==> src/rtl/nvs_pkg.sv <==
package nvs_pkg;
  typedef enum logic [1:0] {
    ST_IDLE  = 2'd0,
    ST_ARMED = 2'd1,
    ST_BUSY  = 2'd2
  } nvs_state_e;
endpackage

==> src/rtl/nvs_snapshot.sv <==
module nvs_snapshot #(
  parameter int W = 8
) (
  input  logic         clk,
  input  logic         rst_n,
  input  logic         load,
  input  logic [W-1:0] d,
  output logic [W-1:0] q
);
  always_ff @(posedge clk or negedge rst_n) begin
    if (!rst_n)    q <= '0;
    else if (load) q <= d;
  end
endmodule

==> src/rtl/nvs_timer.sv <==
module nvs_timer #(
  parameter int N = 5000
) (
  input  logic clk,
  input  logic rst_n,
  input  logic start,
  input  logic tick,
  output logic done,
  output logic running
);
  localparam int CW = $clog2(N + 1);
  localparam logic [CW-1:0] LOAD = CW'(N);

  logic [CW-1:0] cnt;

  assign running = (cnt != '0);
  assign done    = tick && (cnt == CW'(1));

  always_ff @(posedge clk or negedge rst_n) begin
    if (!rst_n)                cnt <= '0;
    else if (start)            cnt <= LOAD;
    else if (tick && running)  cnt <= cnt - CW'(1);
  end

  // count only moves on a serial edge
  p_hold_r4: assert property (@(posedge clk) disable iff (!rst_n)
    (running && !tick && !start) |=> $stable(cnt));
  // no restart while a cycle runs
  p_no_restart_r7: assert property (@(posedge clk) disable iff (!rst_n)
    start |-> !running);
endmodule

==> src/rtl/nvs_commit.sv <==
module nvs_commit #(
  parameter int W = 8,
  parameter logic [W-1:0] RESET_CODE = '0
) (
  input  logic         clk,
  input  logic         rst_n,
  input  logic         we,
  input  logic [W-1:0] d,
  output logic [W-1:0] q,
  output logic         we_q
);
  always_ff @(posedge clk or negedge rst_n) begin
    if (!rst_n) begin
      q    <= RESET_CODE;
      we_q <= 1'b0;
    end else begin
      we_q <= we;
      if (we) q <= d;
    end
  end

  // one-cycle strobe
  p_we_pulse_r5: assert property (@(posedge clk) disable iff (!rst_n)
    we_q |=> !we_q);
  // stored value moves only with its strobe
  p_code_only_on_we_r6: assert property (@(posedge clk) disable iff (!rst_n)
    !$stable(q) |-> we_q);
endmodule

==> src/rtl/nv_store_seq.sv <==
module nv_store_seq #(
  parameter int W = 8,
  parameter int BUSY_EDGES = 4500,
  parameter logic [W-1:0] RESET_CODE = '0
) (
  input  logic         clk,
  input  logic         rst_n,
  input  logic         sclk_rise,
  input  logic         frame_done,
  input  logic         prog,
  input  logic [W-1:0] live_code,
  input  logic         supply_low,
  output logic         ready_busy,
  output logic         busy,
  output logic [W-1:0] stored_code,
  output logic         store_we
);
  import nvs_pkg::*;

  nvs_state_e state, state_nx;
  logic       go, snap_load, t_done, t_run;
  logic [W-1:0] snap;

  assign go = (state == ST_ARMED) && sclk_rise && prog && !supply_low;
  assign snap_load = sclk_rise && frame_done &&
                     ((state == ST_IDLE) || ((state == ST_ARMED) && !go));

  always_comb begin
    state_nx = state;
    unique case (state)
      ST_IDLE:  if (snap_load) state_nx = ST_ARMED;
      ST_ARMED: if (go) state_nx = ST_BUSY;
                else if (snap_load) state_nx = ST_ARMED;
                else if (sclk_rise) state_nx = ST_IDLE;
      ST_BUSY:  if (t_done) state_nx = ST_IDLE;
      default:  state_nx = ST_IDLE;
    endcase
  end

  always_ff @(posedge clk or negedge rst_n) begin
    if (!rst_n) state <= ST_IDLE;
    else        state <= state_nx;
  end

  nvs_snapshot #(.W(W)) u_snap (
    .clk(clk), .rst_n(rst_n), .load(snap_load), .d(live_code), .q(snap)
  );

  nvs_timer #(.N(BUSY_EDGES)) u_timer (
    .clk(clk), .rst_n(rst_n), .start(go), .tick(sclk_rise && (state == ST_BUSY)),
    .done(t_done), .running(t_run)
  );

  nvs_commit #(.W(W), .RESET_CODE(RESET_CODE)) u_commit (
    .clk(clk), .rst_n(rst_n), .we(t_done), .d(snap), .q(stored_code), .we_q(store_we)
  );

  assign busy       = (state == ST_BUSY);
  assign ready_busy = !busy;

  // accepted request raises busy on the next cycle
  p_start_r2: assert property (@(posedge clk) disable iff (!rst_n)
    go |=> busy && t_run);
  // strobe coincides with the end of busy
  p_end_r5: assert property (@(posedge clk) disable iff (!rst_n)
    store_we |-> (!busy && $past(busy)));
  // low supply at an idle/armed edge never starts a cycle
  p_low_supply_r6: assert property (@(posedge clk) disable iff (!rst_n)
    (!busy && supply_low) |=> !busy);
  // captured code is frozen while busy
  p_snap_frozen_r7: assert property (@(posedge clk) disable iff (!rst_n)
    (busy && $past(busy)) |-> $stable(snap));
  // busy and the timer agree
  p_timer_busy_r4: assert property (@(posedge clk) disable iff (!rst_n)
    busy |-> t_run);
endmodule

==> config.mk <==
export PLATFORM = sky130hd
export DESIGN_NAME = nv_store_seq
export DESIGN_NICKNAME = d
export VERILOG_FILES = /design/src/rtl/nvs_pkg.sv /design/src/rtl/nvs_snapshot.sv /design/src/rtl/nvs_timer.sv /design/src/rtl/nvs_commit.sv /design/src/rtl/nv_store_seq.sv
export SDC_FILE = /design/constraint.sdc
export NUM_CORES = 1
export LEC_CHECK = 0
export BUFFER_PORTS_ARGS = -buffer_cell sky130_fd_sc_hd__buf_2
export CORE_MARGIN = 2
export CORE_UTILIZATION = 47
export CTS_CLUSTER_DIAMETER = 200
export CTS_CLUSTER_SIZE = 12
export DETAILED_ROUTE_END_ITERATION = 12
export PLACE_DENSITY = 0.69
export SLEW_MARGIN = 10
export SYNTH_ARGS = -nofsm -noshare
export SYNTH_HDL_FRONTEND = slang
export SYNTH_HIERARCHICAL = 1
export SYNTH_SLANG_ARGS = --single-unit
export TNS_END_PERCENT = 100
==> constraint.sdc <==
create_clock -name clk -period 2.8 [get_ports clk]
set_clock_uncertainty 0.2 [all_clocks]
set_input_delay 0.56 -clock clk [delete_from_list [all_inputs] [get_ports clk]]
set_output_delay 0.56 -clock clk [all_outputs]
set_load 0.005 [all_outputs]
==> results.yml, run 1 <==
floorplan:
  rows: 21
  ioPinCount: 25
  dieArea_sq_um: 4041
  fp.coreArea_sq_um: 3363
  die-width_um: 63.57
  initial_core_util_pct: 49.59
  fp.dieH_um: 63.57
global_routing:
  grt_pass1_vias: 1207
  grtUsageMet1_pct: 21.59
  grt.busiest_layer: "met2"
  grt_pass1_wl_mm: 5.554
  grt_util_all_layers_pct: 17.97
  grt_use_met2_pct: 30.39
  use_met3_pct: 5.357
  antenna_found_initial: 0
  grt_max_degree: 33
  overflow: 0
cts:
  clkLatencyLatePin_ps: 340
  root_buffer: "clkbuf_4"
  cts.path.max_buffers: 2
  postCtsSetupRepairBufs: 0
  cts.clk_slew.worst_paths_ps: 100
  htree_levels: 2
  cts-hold-fix-buffers: 0
  cts_resized: 0
  cts_sinks: 32
  cts_tree: "built"
  cts_inserted_buffers: 5
drt:
  drt_pre_antenna_iters: 4
  avgRoutedWirePerCell_um: 15.16
  routed_via_density: 5.567
  dr_total_vias: 1169
  wirelength_mm: 3.184
  drt_iter0_drc: 62
  ant_nets: 0
  drcViolationCount: 0
run_status:
  status: "complete, no violations"
setup_path:
  cp_num_buf_inv: 1
  cp_max_fo: 6
  arrival_ps: 2200
  required_ps: 2810
  crit_chain: "inv_1, ha_1, or4b_4, o41ai_4, or4b_1, nand3b_1"
  crit_family: "simple AND/OR/NAND/NOR gates"
  crit_path_start_kind: "register"
  endpoint_kind: "register"
  critPathMaxStageDelay_ps: 530
  critical-path-slowest-cell: "or4b_4"
  crit_type: "register to register"
placement:
  gp_congestion: 0.8925
  dp_hpwl_mm: 2.352
  dp.cells: 202
  portBuffers: 24
  place_area_sq_um: 1833
sta:
  fin_crit_sh_pct: 78.24
  min_period_ps: 2191
  fmax_mhz: 456.5
  worst_slew_pin_slew_ps: 691.8
  relSlewSlack_pct: 53.88
  finalSetupViolCount: 0
  rsz0062_at_grt: "no"
  finalMaxSlewViolations: 0
  tns_ps: 0
  hold_viol_final: 0
pwr:
  pwr-share-clk_pct: 19.7
  finalPower_uw: 1425
  p_sw_uw: 521.5
  leakagePower_uw: 0.0008528
  cellPowerDensity_nw_per_um2: 751.8
  swShare_pct: 36.59
  p_seq_share_pct: 50.7
  p_comb_share_pct: 29.6
  ir_drop_uv: 524.3
  p_int_uw: 903.6
logic_synthesis:
  yosys_warnings: 6
  synth_cells: 132
  synth_area_sq_um: 1668
  syn_nets: 149
  syn_avg_cell_area_sq_um: 12.64
final_layout:
  area_growth_pct: 13.65
  num_antenna_cells: 0
  layout_common_cells: "32 x dfrtp_1, 24 x buf_2, 16 x mux2_4"
  utilization_pct: 56.36
  final_cells: 210
  mostFrequentLayoutCell: "dfrtp_1"
  final_cell_area_sq_um: 1896
  layout.nets: 180
  drive_gt1_share_pct: 39.02
hold_path:
  hold_class: "input port to async pin"
flow_run:
  drv_cap: 0
power groups by stage:
stage	Sequential, uW	Combinational (uW)	Clock (uW)
2_1_floorplan	682	357	0
3_5_place_dp	727	426	0
5_1_grt	742	473	320
6_report	722	422	281
3_3_place_gp	719	402	0
4_1_cts	721	427	294
area by class of cell:
type	instances	area, sq um
repair buffers	28	150.1
flip-flops and latches	32	800.8
inverters	4	15.01
well taps	46	57.56
fillers	319	1468
multi-input cells	92	809.5
clock buffers	7	55.05
clock inverters	1	7.507
flip-flops by register name, summed over array words and instances (netlist names):
name	cells
u_timer/cnt	13
state	2
u_commit/q	8
u_commit/we_q	1
u_snap/q	8
per-layer routing:
layer  up-vias  share of wire, %
met5         -                 0
met4         0               1.4
met3         4               5.1
met2        26                51
met1       581                42
li1        558                 -
worst register-to-register path: stages, from the launching register on:
cell and delay (ps):
dfrtp_1 440, inv_1 110, ha_1 180, or4b_4 530, o41ai_4 350, or4b_1 180, nand3b_1 80
path summary, 6_finish.rpt:
check / to / cells after the start / startpoint / slack (ps)
max in group asynchronous: u_timer/cnt[3]$_DFFE_PN0P_ / 1 / rst_n / 1890
min: u_timer/cnt[6]$_DFFE_PN0P_ / 1 / rst_n / 50
max: u_timer/cnt[7]$_DFFE_PN0P_ / 6 / u_timer/cnt[0]$_DFFE_PN0P_ / 610
max reg2reg: u_timer/cnt[7]$_DFFE_PN0P_ / 6 / u_timer/cnt[0]$_DFFE_PN0P_ / 610
min reg2reg: u_commit/q[1]$_DFFE_PN0P_ / 1 / u_commit/q[1]$_DFFE_PN0P_ / 320
min in group clk: u_snap/q[6]$_DFFE_PN0P_ / 2 / live_code[6] / 250
through the flow:
step | worst slack, ps | hold slack [ps]
finish | 609.3 | 53.22
global route | 473.5 | 94.47
CTS | 606.9 | 73.90
detailed placement | 597.8 | 303.2
global placement | 654.8 | 287.2
floorplan | 744.5 | 64.41
Note: power is estimated with default switching activity, not from simulation.
==> run 2: changes to the inputs <==
clock period = 2.15 ns   (was 2.8 ns; I/O delays follow)
==> run 2 against run 1 <==
  * Hold slack improved by 48 ps
  * Sequential share of layout area shrank 2.6 points
  * Die area did not move
  * Cell count grew 5.2%
  * Global-route usage is 0.77 points higher
==> results.yml, run 2 (synthesis gave the netlist of run 1 again) <==
run_status:
  status: "complete, no violations"
final_layout:
  largestRegisters: "u_timer/cnt: 13 flops, u_commit/q: 8 flops, u_snap/q: 8 flops"
  final_cell_area_sq_um: 2018
  drive_gt1_share_pct: 44.57
  largest_register_ffs: 13
  mostFrequentLayoutCell: "dfrtp_1"
  top_register: "u_timer/cnt"
  area_growth_pct: 21.01
  final_cells: 221
  num_antenna_cells: 0
  fill_cells: 315
  layout.nets: 191
  utilization_pct: 60.01
  layout_common_cells: "32 x dfrtp_1, 24 x buf_2, 16 x mux2_4"
placement:
  dp.cells: 210
  gp_congestion: 0.8936
  place_area_sq_um: 1893
  portBuffers: 24
  dp_hpwl_mm: 2.464
setup_path:
  endpoint_kind: "register"
  crit_start: "u_timer/cnt[0]$_DFFE_PN0P_"
  r2r-end: "u_timer/cnt[7]$_DFFE_PN0P_"
  r2r_start: "u_timer/cnt[0]$_DFFE_PN0P_"
  arrival_ps: 2140
  required_ps: 2180
  r2r_slack_ps: 40
  r2r_cells: 6
  crit_type: "register to register"
  crit_path_start_kind: "register"
  critPathCapture: "u_timer/cnt[7]$_DFFE_PN0P_"
  cp_max_fo: 6
drt:
  drcViolationCount: 0
  drt_iter0_drc: 30
  dr_total_vias: 1212
  ant_nets: 0
  routed_via_density: 5.484
  wirelength_mm: 3.478
  drt_pre_antenna_iters: 4
  avgRoutedWirePerCell_um: 15.74
floorplan:
  initial_core_util_pct: 49.59
  die-width_um: 63.57
  ioPinCount: 25
  dieArea_sq_um: 4041
  fp.dieH_um: 63.57
  rows: 21
  fp.coreArea_sq_um: 3363
sta:
  min_period_ps: 2110
  finalMaxSlewViolations: 0
  fmax_mhz: 474.0
  fin_crit_sh_pct: 98.12
  tns_ps: 0
  finalSetupViolCount: 0
  relSlewSlack_pct: 53.74
  hold_viol_final: 0
  worst_slew_pin_slew_ps: 694.0
  hold_slack_ps: 101.6
global_routing:
  grt_pass1_vias: 1243
  overflow: 0
  grt_max_degree: 33
  grt_pass1_wl_mm: 5.816
  antenna_found_initial: 0
  grt_util_all_layers_pct: 18.75
cts:
  cts.path.max_buffers: 2
  cts_inserted_buffers: 5
  clkLatencyLatePin_ps: 350
  cts.clk_slew.worst_paths_ps: 110
  cts_sinks: 32
  cts_tree: "built"
  root_buffer: "clkbuf_4"
  htree_levels: 2
hold_path:
  hold_class: "input port to register"
pwr:
  leakagePower_uw: 0.0009205
  cellPowerDensity_nw_per_um2: 1039
  ir_drop_uv: 513.4
flow_run:
  drv_cap: 0
## run 2: cell types whose count changed in the layout (fill, tap and decap cells not counted), sizes merged
cell,change
bufinv,+1
clkinv,+1
clkbuf,-2
buf,+10
dlygate4sd3,+1
## run 2: repair_timing
action	CTS	global route
setup endpoints to repair	0	7
buffers inserted	0	2
endpoints found under the hold margin	32	0
hold buffers	1	0
gates resized for setup	0	5
## run 2: how the worst min path moves through the flow
stage / startpoint / to / slack, ps / cells past startpoint
2_1_floorplan: rst_n / state[0]$_DFFE_PN0P_ / -70 / 0
3_3_place_gp: u_snap/q[5]$_DFFE_PN0P_ / u_commit/q[5]$_DFFE_PN0P_ / 290 / 1
3_5_place_dp: u_snap/q[0]$_DFFE_PN0P_ / u_commit/q[0]$_DFFE_PN0P_ / 300 / 1
4_1_cts: live_code[4] / u_snap/q[4]$_DFFE_PN0P_ / 90 / 2
5_1_grt: live_code[4] / u_snap/q[4]$_DFFE_PN0P_ / 70 / 2
6_report: live_code[4] / u_snap/q[4]$_DFFE_PN0P_ / 100 / 2
## run 2: metrics by stage
step                      setup WS, ps  power (uW)
after detailed placement         35.54        1566
after global routing            -6.432        2224
final                            40.43        2097
after global placement           91.84        1532
after CTS                        16.51        2041
after floorplan                  94.49        1354
## run 2: power by group
part | switching, uW | internal, uW
logic | 336 | 361
registers | 182 | 752
clock network | 223 | 242
## run 2: cell type report
| class | count | area (sq um) | share of cell area, % |
|---|---|---|---|
| clock buffers | 5 | 37.54 | 1.860 |
| clock inverters | 3 | 42.54 | 2.108 |
| inverters | 4 | 15.01 | 0.7440 |
| multi-input cells | 92 | 829.5 | 41.10 |
| flip-flops and latches | 32 | 800.8 | 39.68 |
| well taps | 46 | 57.56 | 2.852 |
| repair buffers | 39 | 235.2 | 11.66 |
## run 2: metal layers
metal | vias to the layer above | GRT usage [%] | wire, um
met5 | - | 0 | 0
met4 | 0 | 5.707 | 40
met3 | 5 | 5.357 | 149
met2 | 32 | 31.71 | 1791
met1 | 601 | 23.10 | 1496
li1 | 574 | - | -
## run 2: critical path, stage by stage (launching register included)
cell	delay [ps]
dfrtp_1	400
inv_1	120
ha_4	150
or4b_4	510
o41ai_4	360
or4b_1	180
nand3b_1	70
